`config.mk`:
```
export PLATFORM = sky130hd
export DESIGN_NAME = mode_timer
export DESIGN_NICKNAME = d
export VERILOG_FILES = /design/src/rtl/mtmr_pkg.sv /design/src/rtl/mtmr_insync.sv /design/src/rtl/mtmr_tick.sv /design/src/rtl/mtmr_count.sv /design/src/rtl/mtmr_outstage.sv /design/src/rtl/mode_timer.sv
export SDC_FILE = /design/constraint.sdc
export NUM_CORES = 1
export LEC_CHECK = 0
export BUFFER_PORTS_ARGS = -buffer_cell sky130_fd_sc_hd__buf_2
export CORE_MARGIN = 2
export CORE_UTILIZATION = 60
export DETAILED_ROUTE_END_ITERATION = 16
export PLACE_DENSITY_LB_ADDON = 0.3
export SLEW_MARGIN = 20
export SYNTH_ARGS = -nofsm -noshare
export SYNTH_HDL_FRONTEND = slang
export SYNTH_SLANG_ARGS = --single-unit
```
`constraint.sdc`:
```
create_clock -name clk -period 6.2 [get_ports clk]
set_input_delay 0.93 -clock clk [delete_from_list [all_inputs] [get_ports clk]]
set_output_delay 0.93 -clock clk [all_outputs]
set_load 0.02 [all_outputs]
```
`src/rtl/mtmr_pkg.sv`:
```
// Shared types and register addresses for the multi-mode timer.
package mtmr_pkg;
    typedef enum logic [1:0] {
        MODE_FREE   = 2'd0,
        MODE_GATE   = 2'd1,
        MODE_TRIG   = 2'd2,
        MODE_RETRIG = 2'd3
    } in_mode_e;

    typedef struct packed {
        logic     pwm_bit;
        logic     pwm_mode;
        logic     out_en;
        in_mode_e mode;
        logic     run;
    } ctrl_t;

    localparam int CTRL_W = $bits(ctrl_t);

    localparam logic [1:0] ADDR_INIT = 2'd0;
    localparam logic [1:0] ADDR_PSC  = 2'd1;
    localparam logic [1:0] ADDR_CTRL = 2'd2;
endpackage

```
`src/rtl/mtmr_insync.sv`:
```
// Input synchronizer and falling-edge detector.
// Assumes pin is asynchronous; STAGES >= 2 flops before use.
module mtmr_insync #(
    parameter int STAGES = 2
) (
    input  logic clk,
    input  logic rst_n,
    input  logic pin,
    output logic level,
    output logic fall
);
    logic [STAGES-1:0] chain_q;
    logic              last_q;

    // Shift the pin through the synchronizer and keep the previous level.
    always_ff @(posedge clk) begin
        if (!rst_n) begin
            chain_q <= '0;
            last_q  <= 1'b0;
        end else begin
            chain_q <= {chain_q[STAGES-2:0], pin};
            last_q  <= chain_q[STAGES-1];
        end
    end

    assign level = chain_q[STAGES-1];
    assign fall  = last_q & ~level;
endmodule

```
`src/rtl/mtmr_tick.sv`:
```
// Time base: fixed divide-by-DIV phase followed by a programmable prescaler.
// Issues one step per DIV*(psc_val+1) enabled cycles; restart clears both stages.
module mtmr_tick #(
    parameter int DIV   = 4,
    parameter int PSC_W = 8
) (
    input  logic             clk,
    input  logic             rst_n,
    input  logic             en,
    input  logic             restart,
    input  logic [PSC_W-1:0] psc_val,
    output logic             step
);
    localparam int DIV_W = (DIV > 1) ? $clog2(DIV) : 1;
    localparam logic [DIV_W-1:0] DIV_LAST = DIV_W'(DIV - 1);

    logic [DIV_W-1:0] div_q;
    logic [PSC_W-1:0] psc_q;
    logic             phase_end;
    logic             psc_end;

    assign phase_end = (div_q == DIV_LAST);
    assign psc_end   = (psc_q == psc_val);
    assign step      = ~restart & en & phase_end & psc_end;

    // Advance the divider and prescaler while enabled.
    always_ff @(posedge clk) begin
        if (!rst_n) begin
            div_q <= '0;
            psc_q <= '0;
        end else if (restart) begin
            div_q <= '0;
            psc_q <= '0;
        end else if (en) begin
            if (phase_end) begin
                div_q <= '0;
                psc_q <= psc_end ? '0 : psc_q + 1'b1;
            end else begin
                div_q <= div_q + 1'b1;
            end
        end
    end
endmodule

```
`src/rtl/mtmr_count.sv`:
```
// Down counter with reload. End of count is a step taken while at zero.
module mtmr_count #(
    parameter int CNT_W = 16
) (
    input  logic             clk,
    input  logic             rst_n,
    input  logic             load,
    input  logic             step,
    input  logic [CNT_W-1:0] init_val,
    output logic             eoc_evt
);
    logic [CNT_W-1:0] cnt_q;
    logic             at_zero;

    assign at_zero = (cnt_q == '0);
    assign eoc_evt = step & at_zero;

    // Load, decrement, or reload at zero.
    always_ff @(posedge clk) begin
        if (!rst_n) begin
            cnt_q <= '0;
        end else if (load) begin
            cnt_q <= init_val;
        end else if (step) begin
            cnt_q <= at_zero ? init_val : cnt_q - 1'b1;
        end
    end
endmodule

```
`src/rtl/mtmr_outstage.sv`:
```
// Output stage: registered interrupt, square-wave toggle, PWM latch.
// The pin is high when disabled.
module mtmr_outstage (
    input  logic clk,
    input  logic rst_n,
    input  logic eoc_evt,
    input  logic out_en,
    input  logic pwm_mode,
    input  logic pwm_bit,
    output logic tout,
    output logic eoc_irq
);
    logic sq_q;
    logic pwm_q;
    logic irq_q;

    // Update the wave sources and the interrupt at each end of count.
    always_ff @(posedge clk) begin
        if (!rst_n) begin
            sq_q  <= 1'b0;
            pwm_q <= 1'b1;
            irq_q <= 1'b0;
        end else begin
            irq_q <= eoc_evt;
            if (eoc_evt) begin
                sq_q  <= ~sq_q;
                pwm_q <= pwm_bit;
            end
        end
    end

    assign tout    = !out_en ? 1'b1 : (pwm_mode ? pwm_q : sq_q);
    assign eoc_irq = irq_q;
endmodule

```
`src/rtl/mode_timer.sv`:
```
// Multi-mode timer top: register file, input-mode control, and the submodules.
// Assumes single-cycle writes. A 0->1 run write loads the counter and clears the time base.
module mode_timer
    import mtmr_pkg::*;
#(
    parameter int CNT_W       = 16,
    parameter int PSC_W       = 8,
    parameter int TICK_DIV    = 4,
    parameter int SYNC_STAGES = 2
) (
    input  logic             clk,
    input  logic             rst_n,
    input  logic             wr_en,
    input  logic [1:0]       wr_addr,
    input  logic [CNT_W-1:0] wr_data,
    input  logic             tin,
    output logic             tout,
    output logic             eoc_irq
);
    logic [CNT_W-1:0] init_q;
    logic [PSC_W-1:0] psc_q;
    ctrl_t            ctrl_q;
    ctrl_t            ctrl_new;
    logic             ctrl_wr;
    logic             start_pulse;
    logic             waiting_q;
    logic             pin_lvl;
    logic             pin_fall;
    logic             count_en;
    logic             restart;
    logic             step;
    logic             eoc_evt;

    assign ctrl_new    = ctrl_t'(wr_data[CTRL_W-1:0]);
    assign ctrl_wr     = wr_en && (wr_addr == ADDR_CTRL);
    assign start_pulse = ctrl_wr && ctrl_new.run && !ctrl_q.run;

    // Register writes.
    always_ff @(posedge clk) begin
        if (!rst_n) begin
            init_q <= '0;
            psc_q  <= '0;
            ctrl_q <= '0;
        end else if (wr_en) begin
            case (wr_addr)
                ADDR_INIT: init_q <= wr_data;
                ADDR_PSC:  psc_q  <= wr_data[PSC_W-1:0];
                ADDR_CTRL: ctrl_q <= ctrl_new;
                default:   ;
            endcase
        end
    end

    // Triggerable arming: wait for a falling edge after start.
    always_ff @(posedge clk) begin
        if (!rst_n) begin
            waiting_q <= 1'b0;
        end else if (start_pulse) begin
            waiting_q <= (ctrl_new.mode == MODE_TRIG);
        end else if (!ctrl_q.run) begin
            waiting_q <= 1'b0;
        end else if (pin_fall) begin
            waiting_q <= 1'b0;
        end
    end

    // Select the count enable from the input mode.
    always_comb begin
        case (ctrl_q.mode)
            MODE_GATE: count_en = ctrl_q.run & pin_lvl;
            MODE_TRIG: count_en = ctrl_q.run & ~waiting_q;
            default:   count_en = ctrl_q.run;
        endcase
    end

    assign restart = start_pulse |
                     (ctrl_q.run & (ctrl_q.mode == MODE_RETRIG) & pin_fall);

    mtmr_insync #(.STAGES(SYNC_STAGES)) u_sync (
        .clk   (clk),
        .rst_n (rst_n),
        .pin   (tin),
        .level (pin_lvl),
        .fall  (pin_fall)
    );

    mtmr_tick #(.DIV(TICK_DIV), .PSC_W(PSC_W)) u_tick (
        .clk     (clk),
        .rst_n   (rst_n),
        .en      (count_en),
        .restart (restart),
        .psc_val (psc_q),
        .step    (step)
    );

    mtmr_count #(.CNT_W(CNT_W)) u_count (
        .clk      (clk),
        .rst_n    (rst_n),
        .load     (restart),
        .step     (step),
        .init_val (init_q),
        .eoc_evt  (eoc_evt)
    );

    mtmr_outstage u_out (
        .clk      (clk),
        .rst_n    (rst_n),
        .eoc_evt  (eoc_evt),
        .out_en   (ctrl_q.out_en),
        .pwm_mode (ctrl_q.pwm_mode),
        .pwm_bit  (ctrl_q.pwm_bit),
        .tout     (tout),
        .eoc_irq  (eoc_irq)
    );
endmodule

```
Yosys cells after proc, flatten, opt, wreduce, memory -nomap -nowiden. Index checks and enable logic that the tools add are counted. W data, S select, Z words.

Add/subtract/negate cells: 3. Shifts and indexed selects: 0. Equality and inequality tests: 9. $lt $le $gt $ge: 0. Bitwise gates (word level): 15. Reduce and logical (&&, ||, !) cells: 12. Mux-type cells: 11. Divide/modulo/power cells: 0. Multipliers: 0.

Operators by type and width (number): $mux W16 (3); $logic_not A16 Y1 (1); $sub A16 B1 Y16 const B (1); $eq A2 B2 Y1 const B (5); $and A1 B1 Y1 (9); $add A8 B1 Y8 const B (1); $eq A8 B8 Y1 (1); $mux W8 (1); $reduce_and A2 Y1 (4); $mux W1 (5); $not A1 Y1 (5); $eq A2 B1 Y1 const B (2); $logic_and A1 B1 Y1 (3); $ne A3 B1 Y1 const B (1); $add A2 B1 Y2 const B (1); $logic_not A2 Y1 (1); $mux W2 (1); $pmux W1 S2 (1); $reduce_bool A2 Y1 (1); $reduce_or A2 Y1 (1); $logic_not A1 Y1 (1); $or A1 B1 Y1 (1).

Register bits: 63. Bits in latches: 0. Memory bits (read-only): 0. Bits in writable memories: 0. Input bits: 22. Output and inout bits: 2. Memories: 0.

Logic depth before layout (Yosys ltp).
Depth after elaboration: 11. Gate-level depth with buffers: 9.

Modules after synthesis. From an unflattened synthesis, not the netlist that was laid out.

Cells, all modules: 344. Area, all modules: 3211.8 um^2.

Modules (own cells, without submodules): mode_timer (area an instance 1280.0 um^2, seq. area each 620.6 um^2, cells an instance 131, times used 1); mtmr_count (area an instance 1172.4 um^2, seq. area each 320.3 um^2, cells an instance 136, times used 1); mtmr_tick (area an instance 560.5 um^2, seq. area each 200.2 um^2, cells an instance 60, times used 1); mtmr_outstage (area an instance 110.1 um^2, seq. area each 60.1 um^2, cells an instance 10, times used 1); mtmr_insync (area an instance 88.8 um^2, seq. area each 60.1 um^2, cells an instance 7, times used 1).

Worst setup path after synthesis. Ideal clock, no wire load.

Path type: input-to-reg. Start: in wr_addr[0]. End: reg u_count.cnt_q[15]. Required time: 6.078 ns. Setup slack: 3.906 ns. Stages: 5. Data arrival time: 2.172 ns. Library setup time: 0.122 ns. Cells stage by stage: nand4b_1 > o21ai_1 > a21oi_2 > buf_4 > a221o_1.

Word-level cells in the longest chain between the ends: 10. Elaborated cells between the ends (all ways): 11. Classes of those cells: eq/ne (1); mux (1); bitwise (5); reduce/logical (4).

RTL lines: from (decl) (line mode_timer.sv:14) `input logic [1:0] wr_addr,`; $eq A2 B2 Y1 (*) (line mode_timer.sv:35) `assign ctrl_wr = wr_en && (wr_addr == ADDR_CTRL);`; $logic_and A1 B1 Y1 (*) (line mode_timer.sv:35); $logic_and A1 B1 Y1 (*) (2 in a row) (line mode_timer.sv:36) `assign start_pulse = ctrl_wr && ctrl_new.run && !ctrl_q.run;`; $or A1 B1 Y1 (*) (line mode_timer.sv:76) `assign restart = start_pulse |`; $not A1 Y1 (line mtmr_tick.sv:24) `assign step = ~restart & en & phase_end & psc_end;`; $and A1 B1 Y1 (3 in a row) (line mtmr_tick.sv:24); $reduce_bool A2 Y1 (no source line); to (signal assigned) (line mtmr_count.sv:23) `cnt_q <= init_val;`; to (signal assigned) (line mtmr_count.sv:25) `cnt_q <= at_zero ? init_val : cnt_q - 1'b1;`; to (decl) (line mtmr_count.sv:12) `logic [CNT_W-1:0] cnt_q;`.

Every way passes the cells marked *; elsewhere a longest branch is shown, timed or not. A chain may end at the register's enable or synchronous reset.

Worst setup path in the final report.
Start: reg ctrl_q[1] in the netlist's numbering. End: reg u_count.cnt_q[15].

Word-level cells in the longest chain between the ends: 9. Elaborated cells between the ends (all ways): 13. Classes of those cells: eq/ne (3); mux (2); bitwise (7); reduce/logical (1).

RTL lines: from (decl) (line mode_timer.sv:22) `ctrl_t ctrl_q;`; from (signal assigned) (line mode_timer.sv:48) `ADDR_CTRL: ctrl_q <= ctrl_new;`; $eq A2 B2 Y1 (line mode_timer.sv:77) `(ctrl_q.run & (ctrl_q.mode == MODE_RETRIG) & pin_fall);`; $and A1 B1 Y1 (2 in a row) (line mode_timer.sv:77); $or A1 B1 Y1 (line mode_timer.sv:76); $not A1 Y1 (line mtmr_tick.sv:24); $and A1 B1 Y1 (3 in a row) (line mtmr_tick.sv:24); $reduce_bool A2 Y1 (no source line).

Parallel ways exist; a longest one is shown, timed or not.

==> flow_summary_export.csv <==
group,metric,value,unit
clock_tree,cts_root_buf,"clkbuf_8",
clock_tree,clockBufferDepth,2,
pwr,power-per-cell-area,294,nW/um^2
synthesis,synthSimpleGateAreaFrac,0.237,
synthesis,syn-cell-area,2970,sq um
detailed_routing,viasPerCell,5.95,
worst_setup_path,critPathKind,"flip-flop to flip-flop",
worst_setup_path,reg2regPathDepth,7,
synthesis,synth_edf_count,0,
cells_and_area,fillers,385,
clock_tree,cts_tree,"done",
clock_tree,h-tree-depth,3,
detailed_routing,num_vias,2594,
worst_setup_path,reg2reg_from,"ctrl_q[1]",
cells_and_area,syn_to_final_growth,13.6,%
sta,fin_ws,3.40,ns
clock_tree,clk_pin_slew,0.07,ns
cells_and_area,layout.cells.most_common_list,"dfxtp_1 (63), nand2_1 (56), nor2_1 (33)",
worst_setup_path,crit_buf_inv,1,
sta,grt_setup_unrepaired,"false",
clock_tree,postCtsSetupRepairBufs,0,
sta,worst_pin_slew,1.02,ns
detailed_routing,wl_per_cell,15.7,um
cells_and_area,final_util,0.710,
sta,setup_viol,0,
worst_setup_path,end_kind,"flip-flop",
die,ios,24,
detailed_routing,ant_nets,0,
die,die_x,74.4,um
clock_tree,cts.sinks,63,
synthesis,synth_flop_cell,"dfxtp_1",
synthesis,synthDistinctLibCells,51,
die,rows,25,
place,dp.cells,420,
cells_and_area,nets,392,
synthesis,synth_top_family_by_area,"simple AND/OR/NAND/NOR gates",
cells_and_area,diodes,0,
sta,fin_crit_sh,0.452,
place,pre_cts_ws,3.22,ns
place,gp_congestion,0.789,
clock_tree,numCtsBuffers,9,
worst_setup_path,slowest_delay,0.72,ns
worst_setup_path,r2r-end,"u_count.cnt_q[15]",
min_path,worstHoldStart,"u_sync.chain_q[0]",
clock_tree,insertion_delay,0.35,ns
place,port_buffers,23,
synthesis,synthCells,345,
synthesis,synth_adder_area_share,0.0253,
sta,fmaxAchievable,0.357,GHz
synthesis,synth_mux_area_frac,0.0952,
worst_setup_path,worstPathArrival,3.10,ns
min_path,holdPathEnd,"u_sync.chain_q[1]",
sta,slew_viol_final,0,
cells_and_area,layout-drive-gt1-share,0.141,
grt,antenna_found_initial,0,
pwr,p_leak,1.46,nW
run_status,status,"finished clean",
die,start_util,0.625,
pwr,power,994,uW
die,die_area,5530,sq um
synthesis,synth_compound_area_frac,0.144,
worst_setup_path,cp_max_fo,24,
worst_setup_path,crit_required,6.50,ns
job,cap_violations,0,
synthesis,syn_nets,373,
worst_setup_path,start_kind,"flip-flop",
synthesis,yosys.area_share.xor_xnor,0.0413,
cells_and_area,fin_cells,436,
place,dpl.hpwl,4650,um
synthesis,ys_ff_latch,63,
grt,grt_overflow,0,
clock_tree,cts_hold_buf,0,
synthesis,ys_async_sr_fraction,0,
detailed_routing,drc,0,
min_path,holdPathStages,1,
grt,grt_usage,0.276,
die,fp.dieH,74.4,um
sta,hold_violations,0,
cells_and_area,layout_commonest_cell,"dfxtp_1",
pwr,peakVddDrop,0.255,mV
synthesis,synth_warnings,0,
die,core_area,4750,sq um
worst_setup_path,crit_family,"compound AO/OA/AOI/OAI gates",
synthesis,yosysSeqAreaShare,0.424,
worst_setup_path,cp_cell_sequence,"inv_1, ha_1, nor2b_1, o311a_1, nand3_1, o31ai_1, a221o_1",
worst_setup_path,ff2ff_setup_slack,3.40,ns
detailed_routing,routed_wl,6860,um
synthesis,syn_area_per_cell,8.61,sq um
sta,tns,0,ns
grt,grt_pass1_vias,2327,
worst_setup_path,crit_path_top_delay_cell,"o31ai_1",
grt,grt_max_degree,39,
sta,max-slew-margin-rel,0.320,
min_path,hold_class,"flip-flop to flip-flop",
detailed_routing,drt_pass1_iterations,5,
sta,finalClockSkew,0.00573,ns
clock_tree,post_cts_resized,0,
grt,grt_pass1_wl,11400,um
detailed_routing,drt-initial-drc-count,325,
sta,layout_min_cycle_time,2.80,ns
metal layers:
layer	vias up	wire (um)	GRT usage	part of all wire
met4	0	110	0.101	0.016
met3	10	475	0.0854	0.069
li1	1261	-	-	-
met5	-	0	0	0
met2	105	3090	0.393	0.45
met1	1218	3180	0.393	0.46
power breakdown:
| part | internal [mW] | total, mW | switching, mW |
|---|---|---|---|
| Combinational | 0.0508 | 0.122 | 0.0708 |
| Sequential | 0.414 | 0.422 | 0.00811 |
| Clock | 0.281 | 0.450 | 0.169 |
cells by family (layout without fill, tap and decap cells):
family,Yosys count,in the layout
buffers and inverters,24,48
AO/OA/AOI/OAI,68,68
multiplexers,28,28
XOR/XNOR,14,14
flip-flops,63,63
AND/OR/NAND/NOR,142,142
adder cells (fa/ha/maj),6,6
worst max path at each step:
stage,start,end,slack [ns],cells past startpoint
final,ctrl_q[1],u_count.cnt_q[15],3.40,7
after global routing,ctrl_q[1],u_count.cnt_q[15],3.16,7
after CTS,ctrl_q[1],u_count.cnt_q[15],3.42,7
after detailed placement,wr_addr[0],u_count.cnt_q[0],3.22,6
after global placement,wr_addr[0],u_count.cnt_q[0],3.35,6
after floorplan,wr_addr[0],u_count.cnt_q[15],3.91,5
synthesized netlist by cell type (3+ instances only):
cell	number	share of area
mux2i_1	26	0.088
o22ai_1	11	0.023
or4_1	3	0.0076
o211a_1	3	0.010
nand3_1	3	0.0051
or3_1	6	0.013
a21oi_1	32	0.054
o31ai_1	3	0.0076
nor2_1	33	0.042
nor3_1	7	0.012
o21ai_0	3	0.0051
nand2_1	56	0.071
nor2b_1	3	0.0063
ha_1	6	0.025
and2_1	4	0.0084
nor4_1	7	0.015
clkbuf_1	14	0.018
xnor2_1	3	0.0088
xor2_1	11	0.032
dfxtp_1	63	0.42
a221o_1	3	0.010
inv_1	7	0.0088
area by class of cell:
class                   count  area [sq um]  area share
multi-input cells         258          1620       0.480
flip-flops and latches     63          1260       0.374
clock buffers              10           138      0.0408
repair buffers             25           130      0.0386
clock inverters             6           116      0.0345
well taps                  67          83.8      0.0248
inverters                   7          26.3     0.00779
flip-flops by register name, summed over array words and instances (netlist names):
register and flops:
u_sync.chain_q 2, u_count.cnt_q 16, u_out.sq_q 1, u_tick.psc_q 8, u_out.pwm_q 1, u_out.eoc_irq 1
init_q 16, u_sync.last_q 1, psc_q 8, u_tick.div_q 2, waiting_q 1, ctrl_q 6
worst reg2reg max path: stages (launching register included):
cell and delay [ns]:
dfxtp_1 0.38, inv_1 0.06, ha_1 0.20, nor2b_1 0.18, o311a_1 0.27, nand3_1 0.71
o31ai_1 0.73, a221o_1 0.22
metrics by stage:
step	cell area [sq um]	hold slack, ns
after global routing	3370	0.484
after floorplan	2970	0.412
after detailed placement	3120	0.426
after CTS	3370	0.447
final	3370	0.443
after global placement	3120	0.431
(Power assumes the default switching activity.)
